[config.mk]
export PLATFORM = sky130hd
export DESIGN_NAME = npc_np_integrator
export DESIGN_NICKNAME = d
export VERILOG_FILES = /design/src/rtl/npc_pkg.sv /design/src/rtl/npc_vector_classify.sv /design/src/rtl/npc_current_select.sv /design/src/rtl/npc_charge_accum.sv /design/src/rtl/npc_np_integrator.sv
export SDC_FILE = /design/constraint.sdc
export NUM_CORES = 1
export LEC_CHECK = 0
export BUFFER_PORTS_ARGS = -buffer_cell sky130_fd_sc_hd__buf_2
export CAP_MARGIN = 0
export CORE_MARGIN = 5
export CORE_UTILIZATION = 35
export DETAILED_ROUTE_END_ITERATION = 8
export PLACE_DENSITY = 0.52
export SLEW_MARGIN = 20
export SYNTH_ARGS = -nofsm -noshare
export SYNTH_HDL_FRONTEND = slang
export SYNTH_SLANG_ARGS = --single-unit
export TNS_END_PERCENT = 5
[constraint.sdc]
create_clock -name clk -period 5.6 [get_ports clk]
set_input_delay 0.84 -clock clk [delete_from_list [all_inputs] [get_ports clk]]
set_output_delay 0.84 -clock clk [all_outputs]
set_load 0.05 [all_outputs]
[src/rtl/npc_pkg.sv]
package npc_pkg;
  localparam logic [1:0] LVL_NEG = 2'b00;
  localparam logic [1:0] LVL_MID = 2'b01;
  localparam logic [1:0] LVL_POS = 2'b10;
  localparam int         N_LEGS  = 3;
endpackage

[src/rtl/npc_vector_classify.sv]
module npc_vector_classify
  import npc_pkg::*;
(
  input  logic [1:0]        lvl [N_LEGS],
  output logic [N_LEGS-1:0] mid,
  output logic              no_eff
);
  for (genvar g = 0; g < N_LEGS; g++) begin : g_leg
    assign mid[g] = (lvl[g] == LVL_MID);
  end

  // Large and zero vectors: no leg clamped, or every leg clamped
  assign no_eff = (mid == '0) || (&mid);
endmodule

[src/rtl/npc_current_select.sv]
module npc_current_select
  import npc_pkg::*;
#(
  parameter int CUR_W = 12,
  localparam int NP_W = CUR_W + 2
) (
  input  logic signed [CUR_W-1:0] cur [N_LEGS],
  input  logic [N_LEGS-1:0]       mid,
  input  logic                    no_eff,
  output logic signed [NP_W-1:0]  np
);
  always_comb begin
    np = '0;
    for (int k = 0; k < N_LEGS; k++) begin
      if (mid[k] && !no_eff) begin
        np = np - {{(NP_W-CUR_W){cur[k][CUR_W-1]}}, cur[k]};
      end
    end
  end
endmodule

[src/rtl/npc_charge_accum.sv]
module npc_charge_accum #(
  parameter int NP_W  = 14,
  parameter int ACC_W = 20,
  localparam int SUM_W = ACC_W + 1
) (
  input  logic                    clk,
  input  logic                    rst_n,
  input  logic signed [NP_W-1:0]  np,
  input  logic                    stb,
  output logic signed [ACC_W-1:0] snap_q,
  output logic                    vld_q,
  output logic                    ovf_q
);
  localparam logic signed [ACC_W-1:0] ACC_MAX = {1'b0, {(ACC_W-1){1'b1}}};
  localparam logic signed [ACC_W-1:0] ACC_MIN = {1'b1, {(ACC_W-1){1'b0}}};

  logic signed [ACC_W-1:0] acc_q, acc_d, snap_d, sat_val;
  logic signed [SUM_W-1:0] sum_w;
  logic                    sat_hit, vld_d, ovf_d;

  always_comb begin
    sum_w   = {acc_q[ACC_W-1], acc_q} + {{(SUM_W-NP_W){np[NP_W-1]}}, np};
    sat_hit = (sum_w[SUM_W-1] != sum_w[SUM_W-2]);
    if (!sat_hit)              sat_val = sum_w[ACC_W-1:0];
    else if (sum_w[SUM_W-1])   sat_val = ACC_MIN;
    else                       sat_val = ACC_MAX;
    acc_d  = stb ? '0 : sat_val;
    snap_d = sat_val;
    vld_d  = stb;
    ovf_d  = ovf_q | sat_hit;
  end

  always_ff @(posedge clk or negedge rst_n) begin
    if (!rst_n) begin
      acc_q  <= '0;
      snap_q <= '0;
      vld_q  <= 1'b0;
      ovf_q  <= 1'b0;
    end else begin
      acc_q <= acc_d;
      vld_q <= vld_d;
      ovf_q <= ovf_d;
      if (stb) snap_q <= snap_d;
    end
  end

  AST_ACC_RESTART: assert property (@(posedge clk) disable iff (!rst_n)
    stb |=> (acc_q == '0));
  AST_SNAP_HOLD: assert property (@(posedge clk) disable iff (!rst_n)
    !stb |=> $stable(snap_q));
  AST_OVF_STICKY: assert property (@(posedge clk) disable iff (!rst_n)
    ovf_q |=> ovf_q);
endmodule

[src/rtl/npc_np_integrator.sv]
module npc_np_integrator
  import npc_pkg::*;
#(
  parameter int CUR_W = 12,
  parameter int ACC_W = 20,
  localparam int NP_W = CUR_W + 2
) (
  input  logic                    clk,
  input  logic                    rst_n,
  input  logic [1:0]              lvl_a,
  input  logic [1:0]              lvl_b,
  input  logic [1:0]              lvl_c,
  input  logic signed [CUR_W-1:0] cur_a,
  input  logic signed [CUR_W-1:0] cur_b,
  input  logic signed [CUR_W-1:0] cur_c,
  input  logic                    period_stb,
  output logic signed [NP_W-1:0]  np_cur,
  output logic                    np_idle,
  output logic signed [ACC_W-1:0] chg_snap,
  output logic                    chg_vld,
  output logic                    chg_ovf
);
  logic [1:0]              lvl_v [N_LEGS];
  logic signed [CUR_W-1:0] cur_v [N_LEGS];
  logic [N_LEGS-1:0]       mid;
  logic                    no_eff;
  logic signed [NP_W-1:0]  np_d, np_q;
  logic                    idle_q;

  assign lvl_v[0] = lvl_a;
  assign lvl_v[1] = lvl_b;
  assign lvl_v[2] = lvl_c;
  assign cur_v[0] = cur_a;
  assign cur_v[1] = cur_b;
  assign cur_v[2] = cur_c;

  npc_vector_classify u_cls (
    .lvl    (lvl_v),
    .mid    (mid),
    .no_eff (no_eff)
  );

  npc_current_select #(.CUR_W(CUR_W)) u_sel (
    .cur    (cur_v),
    .mid    (mid),
    .no_eff (no_eff),
    .np     (np_d)
  );

  npc_charge_accum #(.NP_W(NP_W), .ACC_W(ACC_W)) u_acc (
    .clk    (clk),
    .rst_n  (rst_n),
    .np     (np_d),
    .stb    (period_stb),
    .snap_q (chg_snap),
    .vld_q  (chg_vld),
    .ovf_q  (chg_ovf)
  );

  always_ff @(posedge clk or negedge rst_n) begin
    if (!rst_n) begin
      np_q   <= '0;
      idle_q <= 1'b0;
    end else begin
      np_q   <= np_d;
      idle_q <= no_eff;
    end
  end

  assign np_cur  = np_q;
  assign np_idle = idle_q;

  AST_IDLE_ZERO: assert property (@(posedge clk) disable iff (!rst_n)
    np_idle |-> (np_cur == '0));
  AST_VLD_AFTER_STB: assert property (@(posedge clk) disable iff (!rst_n)
    chg_vld |-> $past(period_stb));
  AST_VLD_PULSE: assert property (@(posedge clk) disable iff (!rst_n)
    period_stb |=> chg_vld);
endmodule

; ---- After elaboration in Yosys (flattened, before gate mapping)
; Index checks and enable logic that the tools add are counted.
[classes]
add_sub_neg = 4
bitwise_logic = 1
reduce_logical = 7
muxes = 6
n_eq_ne = 4
[ops]
columns = operator, n
row1 = two-way mux 20 bit, 3
row2 = two-way mux 14 bit, 3
row3 = subtractor 14 bit, 2
row4 = adder 20 x 14 -> 21 bit, 1
row5 = subtractor 1 x 12 -> 13 bit (first input constant), 1
row6 = == test 2 x 1 -> 1 bit (second input constant), 3
row7 = logical AND 1 bit, 3
row8 = logical NOT 3 bit, 1
row9 = AND reduction 3 bit, 1
row10 = logical NOT 1 bit, 1
row11 = logical OR 1 bit, 1
row12 = inequality test 1 bit, 1
row13 = OR 1 bit, 1
[word_totals]
out_inout_bits = 37
inputBits = 45
reg_bits = 57

; ---- Longest topological paths before layout
[depth]
ltp_word = 14
depth_mapped = 34
ltp_nobuf = 30

; ---- By module
; Synthesis repeated with hierarchy kept, for this count alone.
[hier_totals]
hier_cells = 603
area_unflattened_um2 = 5006.1
[modules_own_cells]
columns = mod, cells_each, area_per_inst_um2, n_inst, seq_area_each_um2
row1 = npc_charge_accum, 306, 2772.7, 1, 1051.0
row2 = npc_current_select, 276, 1808.0, 1, 0.0
row3 = npc_np_integrator, 15, 375.4, 1, 375.4
row4 = npc_vector_classify, 6, 50.0, 1, 0.0

; ---- Worst setup path before layout
; No wires, ideal clock.
[synth_timing]
path_kind = input -> register
startpoint = in lvl_b[1]
endpoint = reg u_acc.snap_q[11]
arrival_time_ns = 7.326
setup_time_ns = 0.080
required_ns = 5.520
n_path_buf = 3
slack_ns = -1.806
cell_stages = 33
path_cell_list = nand2b_1 > buf_1 > nor2_1 > nor2_1 > nand2_1 > ha_1 > fa_1 > nor2b_1 > o21ai_0 > a21boi_0 > o211ai_1 > nand3b_1 > xor2_1 > nand2_1 > o21ai_0 > ha_1 > and4_1 > a221o_1 > a31o_2 > a21oi_1 > mux2i_1 > xor2_1 > ha_1 > a21o_1 > o21bai_1 > a311o_1 > a221o_1 > a31oi_4 > and2_1 > buf_4 > buf_6 > nor2_1 > o2bb2ai_1
[synth_between]
elab_chain_len = 13
elab_cells_between_ends = 17
[synth_rtl]
columns = element, line
row1 = from (decl), npc_np_integrator.sv:11  ; input logic [1:0] lvl_b,
row2 = == test 2 x 1 -> 1 bit (*), npc_vector_classify.sv:9  ; assign mid[g] = (lvl[g] == LVL_MID);
row3 = logical NOT 3 bit or AND reduction 3 bit (tied branches), npc_vector_classify.sv:13  ; assign no_eff = (mid == '0) || (&mid);
row4 = logical OR 1 bit, npc_vector_classify.sv:13
row5 = logical NOT 1 bit, npc_current_select.sv:15  ; if (mid[k] && !no_eff) begin
row6 = logical AND 1 bit, npc_current_select.sv:15
row7 = two-way mux 14 bit, npc_current_select.sv:15
row8 = subtractor 14 bit, npc_current_select.sv:16  ; np = np - {{(NP_W-CUR_W){cur[k][CUR_W-1]}}, cur[k]};
row9 = two-way mux 14 bit, npc_current_select.sv:15
row10 = subtractor 14 bit, npc_current_select.sv:16
row11 = two-way mux 14 bit (*), npc_current_select.sv:15
row12 = net np_d[13], npc_np_integrator.sv:27  ; logic signed [NP_W-1:0] np_d, np_q;
row13 = adder 20 x 14 -> 21 bit (*), npc_charge_accum.sv:22  ; sum_w = {acc_q[ACC_W-1], acc_q} + {{(SUM_W-NP_W){np[NP_W-1]}}, np};
row14 = two-way mux 20 bit or inequality test 1 bit (tied branches), "npc_charge_accum.sv:25, npc_charge_accum.sv:23"
row15 = two-way mux 20 bit (*), npc_charge_accum.sv:24  ; if (!sat_hit) sat_val = sum_w[ACC_W-1:0];
row16 = to (signal assigned), npc_charge_accum.sv:43  ; if (stb) snap_q <= snap_d;
row17 = to (decl), npc_charge_accum.sv:10  ; output logic signed [ACC_W-1:0] snap_q,
; The timed path passes the listed nets; every way through them passes the cells marked *.
; A chain may end at the register's enable or synchronous reset.

; ---- Final worst setup path
[layout_timing]
startpoint = in cur_a[2]
endpoint = reg u_acc.snap_q[8]
[layout_between]
elab_chain_len = 9
elab_cells_between_ends = 10
[layout_rtl]
columns = element, line
row1 = from (decl), npc_np_integrator.sv:13  ; input logic signed [CUR_W-1:0] cur_a,
row2 = subtractor 1 x 12 -> 13 bit (*), npc_current_select.sv:16
row3 = two-way mux 14 bit (*), npc_current_select.sv:15
row4 = subtractor 14 bit, npc_current_select.sv:16
row5 = two-way mux 14 bit (*), npc_current_select.sv:15
row6 = subtractor 14 bit, npc_current_select.sv:16
row7 = two-way mux 14 bit (*), npc_current_select.sv:15
row8 = net np_d[13], npc_np_integrator.sv:27
row9 = adder 20 x 14 -> 21 bit (*), npc_charge_accum.sv:22
row10 = two-way mux 20 bit or inequality test 1 bit (tied branches), "npc_charge_accum.sv:25, npc_charge_accum.sv:23"
row11 = two-way mux 20 bit (*), npc_charge_accum.sv:24
; Marks and branches as above.

==> run_results.csv <==
group,metric,value,unit
cts,cts_tree,"done",
floorplanning,core,12700,um^2
yosys,synth-edff-count,0,
cts,cts_max_level,3,
run_status,outcome,"finished, violations left",
floorplanning,chipHeight,125,um
global_route,grt.total_usage,19.8,%
critical_path,cp_common_cell,"buf_6",
sta,drv_slew,0,
yosys,yosys.area_share.simple,18.9,%
cts,clock_path_buffers,2,
cts,clock-sinks,57,
floorplanning,dieArea,15500,um^2
yosys,syn_nets,635,
job,drv_cap,0,
yosys,synthXorXnorAreaFrac,7.82,%
sta,clock_skew,4.19,ps
critical_path,cp_top_family,"compound AO/OA/AOI/OAI gates",
layout,drive_gt1_share,47.6,%
sta,fin_crit_sh,123,%
floorplanning,io_pins,82,
yosys,synth_compound_area_share,20.9,%
critical_path,r2r_end,"u_acc.snap_q[18]$_DFFE_PN0P_",
layout,final_cell_area,7530,um^2
critical_path,regToRegSetupSlack,2490,ps
place,place.gp.congestion,0.892,
yosys,synth_async_sr_flop_share,100,%
sta,slew_headroom,47.8,%
critical_path,worstPathMaxFanout,6,
power_and_ir_drop,powerDensity,416,nW/um^2
critical_path,crit_path_end_kind,"register",
power_and_ir_drop,power_leakage,3.87,nW
sta,final-setup-viol-count,41,
yosys,synth_top_family_by_area,"compound AO/OA/AOI/OAI gates",
critical_path,max_stage_delay,390,ps
global_route,antenna_found_initial,0,
cts,cts_hold_buf,0,
place,hpwl,11.3,mm
floorplanning,fp.dieW,125,um
global_route,grt_max_degree,58,
detailed_routing,drc,0,
worst_hold_path,min_path_cells,1,
layout,n_antenna_cell,0,
yosys,synthAdderAreaFrac,14.3,%
sta,post-route-min-period,6900,ps
detailed_routing,viasPerCell,4.95,
worst_hold_path,hp-class,"register to register",
run_status,violations,"setup timing",
layout,finalNonFillerCells,999,
detailed_routing,vias,4949,
floorplanning,rows,41,
critical_path,crit_type,"input port to register",
critical_path,worstPathArrival,7160,ps
yosys,synth_area,4590,um^2
sta,hold_viol_final,0,
global_route,grt_pass1_vias,5089,
yosys,muxShareOfSynthArea,2.32,%
yosys,yosysSeqAreaShare,31.1,%
place,dp.cells,942,
detailed_routing,wl_per_cell,15.5,um
yosys,ys.flop_type,"dfrtp_1",
cts,cts-buffers-inserted,9,
power_and_ir_drop,peakVddDrop,0.484,mV
cts,root_buffer,"clkbuf_16",
cts,clkTransAtPathRegs,50,ps
yosys,synth_cell_types,54,
detailed_routing,dr.pass1.iters,5,
layout,final_nets,917,
layout,area_growth,64.1,%
global_route,grt_pass1_wl,25.3,mm
critical_path,slowest_stage,"a221o_1",
critical_path,startpoint_type,"input port",
detailed_routing,first_iter_violations,202,
place,place_area,6510,um^2
cts,clkLatencyLatePin,330,ps
yosys,syn_area_per_cell,8.50,um^2
worst_hold_path,worstHoldStart,"u_acc.snap_q[16]$_DFFE_PN0P_",
critical_path,required,5860,ps
floorplanning,start_util,36.1,%
global_route,grt-ovfl-total,0,
detailed_routing,drtAntennaViolNets,0,
worst_hold_path,whs_endpoint,"u_acc.snap_q[16]$_DFFE_PN0P_",
critical_path,rr_worst_depth,11,
critical_path,r2r_start,"u_acc.acc_q[0]$_DFF_PN0_",
yosys,ys_ff_latch,57,
sta,fmax,0.145,GHz
detailed_routing,drt_wl_total,15.4,mm
sta,grt_setup_unrepaired,"yes",
place,port_buffers,81,
yosys,netlist_instances,540,
yosys,yosys_warnings,0,
layout,final_util,59.2,%
sta,worst_slack,-1300,ps
sta,worstMarginPinSlew,782,ps
critical_path,path_buf_inv,7,
## worst max path at each step
stage,startpoint,endpoint,slack [ps],cells past startpoint
3_3_place_gp,cur_a[3],u_acc.snap_q[5]$_DFFE_PN0P_,-1760,29
5_1_grt,cur_a[2],u_acc.snap_q[8]$_DFFE_PN0P_,-1580,34
3_5_place_dp,cur_a[3],u_acc.snap_q[5]$_DFFE_PN0P_,-1860,29
4_1_cts,cur_a[2],u_acc.snap_q[12]$_DFFE_PN0P_,-1200,31
6_report,cur_a[2],u_acc.snap_q[8]$_DFFE_PN0P_,-1300,34
2_1_floorplan,cur_a[4],u_acc.acc_q[9]$_DFF_PN0_,-1480,32
## through the flow
stage / TNS (ps) / setup WS, ps / hold slack [ps] / total power [mW]
finish: -50060 / -1300 / 477 / 3.14
global route: -61840 / -1580 / 506 / 3.35
CTS: -46320 / -1200 / 484 / 3.05
detailed placement: -72020 / -1860 / 469 / 2.36
global placement: -68500 / -1760 / 466 / 2.34
floorplan: -56350 / -1480 / 544 / 1.73
## placed cells by master, fill, tap and decap left out, types with 4 or more instances in the layout
master	n
o21ai_0	19
a21oi_1	24
o2bb2ai_1	11
nor3_1	7
xor2_1	21
nor3_2	4
a21o_1	11
and3_1	6
ha_4	7
dfrtp_1	57
nor2_1	56
inv_1	32
o21a_1	7
o21ai_1	5
nor2b_1	5
o21ai_2	4
a31oi_1	7
clkbuf_16	9
buf_2	77
nor2_4	5
mux2_2	5
buf_4	195
xnor2_1	16
nand2_1	38
nand2b_1	10
a21oi_2	7
or3_1	4
o21bai_1	4
buf_6	10
o31ai_1	5
nor2_2	7
o211ai_1	5
o2bb2ai_2	6
nand3_1	13
ha_1	38
## cells in the mapped netlist, types with 3 or more instances
cell type / count / area, um^2
inv_1: 35 / 131
and2_1: 4 / 25.0
a31oi_1: 8 / 50.1
or2_2: 4 / 25.0
o21ai_1: 3 / 15.0
mux2i_1: 5 / 50.1
xnor2_1: 18 / 158
clkbuf_1: 12 / 45.0
a221o_1: 3 / 30.0
xor2_1: 23 / 201
nor3_1: 14 / 70.1
dfrtp_1: 57 / 1430
o211ai_1: 5 / 37.5
o21a_1: 7 / 52.6
o21ai_0: 27 / 135
o21bai_1: 4 / 30.0
o2bb2ai_1: 17 / 149
a21o_1: 11 / 82.6
nand2_1: 42 / 158
nand3_1: 13 / 65.1
fa_1: 3 / 60.1
nor2_1: 68 / 255
a211oi_1: 3 / 22.5
nand2b_1: 11 / 68.8
nor4_1: 4 / 25.0
ha_1: 47 / 588
mux2_2: 5 / 56.3
nor2b_1: 6 / 37.5
and3_1: 8 / 50.1
a21oi_1: 31 / 155
nand4_1: 3 / 18.8
or3_1: 4 / 25.0
o31ai_1: 6 / 45.0
## cell families after synthesis
logic type | Yosys count
buf+inv | 53
xor+xnor | 41
fa+ha+maj | 51
compound gates | 141
mux | 10
simple gates | 187
flops | 57
## routing by layer
| layer | vias up | track usage (%) | routed length (um) | part of all wire [%] |
|---|---|---|---|---|
| li1 | 2484 | - | - | - |
| met3 | 15 | 3.56 | 659 | 4.3 |
| met5 | - | 0 | 0 | 0 |
| met1 | 2350 | 27.4 | 7280 | 47 |
| met4 | 0 | 5.35 | 201 | 1.3 |
| met2 | 100 | 31.9 | 7300 | 47 |
## area by class of cell
class | instances | area [um^2]
clock buffers | 10 | 229
clock inverters | 6 | 43.8
fillers | 1185 | 5190
inverters | 35 | 131
multi-input cells | 433 | 3440
flip-flops and latches | 57 | 1430
well taps | 172 | 215
repair buffers | 286 | 2050
## state kept, by name, summed over array words and instances, names as in the netlist
register	count
np_cur	14
u_acc.vld_q	1
np_idle	1
u_acc.acc_q	20
u_acc.ovf_q	1
u_acc.snap_q	20
## what timing repair did
action / in CTS / in global routing
pin swaps: 50 / 32
endpoints found under the setup margin: 41 / 41
resized for setup: 62 / 42
gates cloned: 5 / 0
buffers inserted: 30 / 6
## power by group
part | internal [mW] | switching [mW]
Sequential | 0.559 | 0.0822
Combinational | 0.843 | 1.15
Clock | 0.300 | 0.203
(Power assumes the default switching activity.)
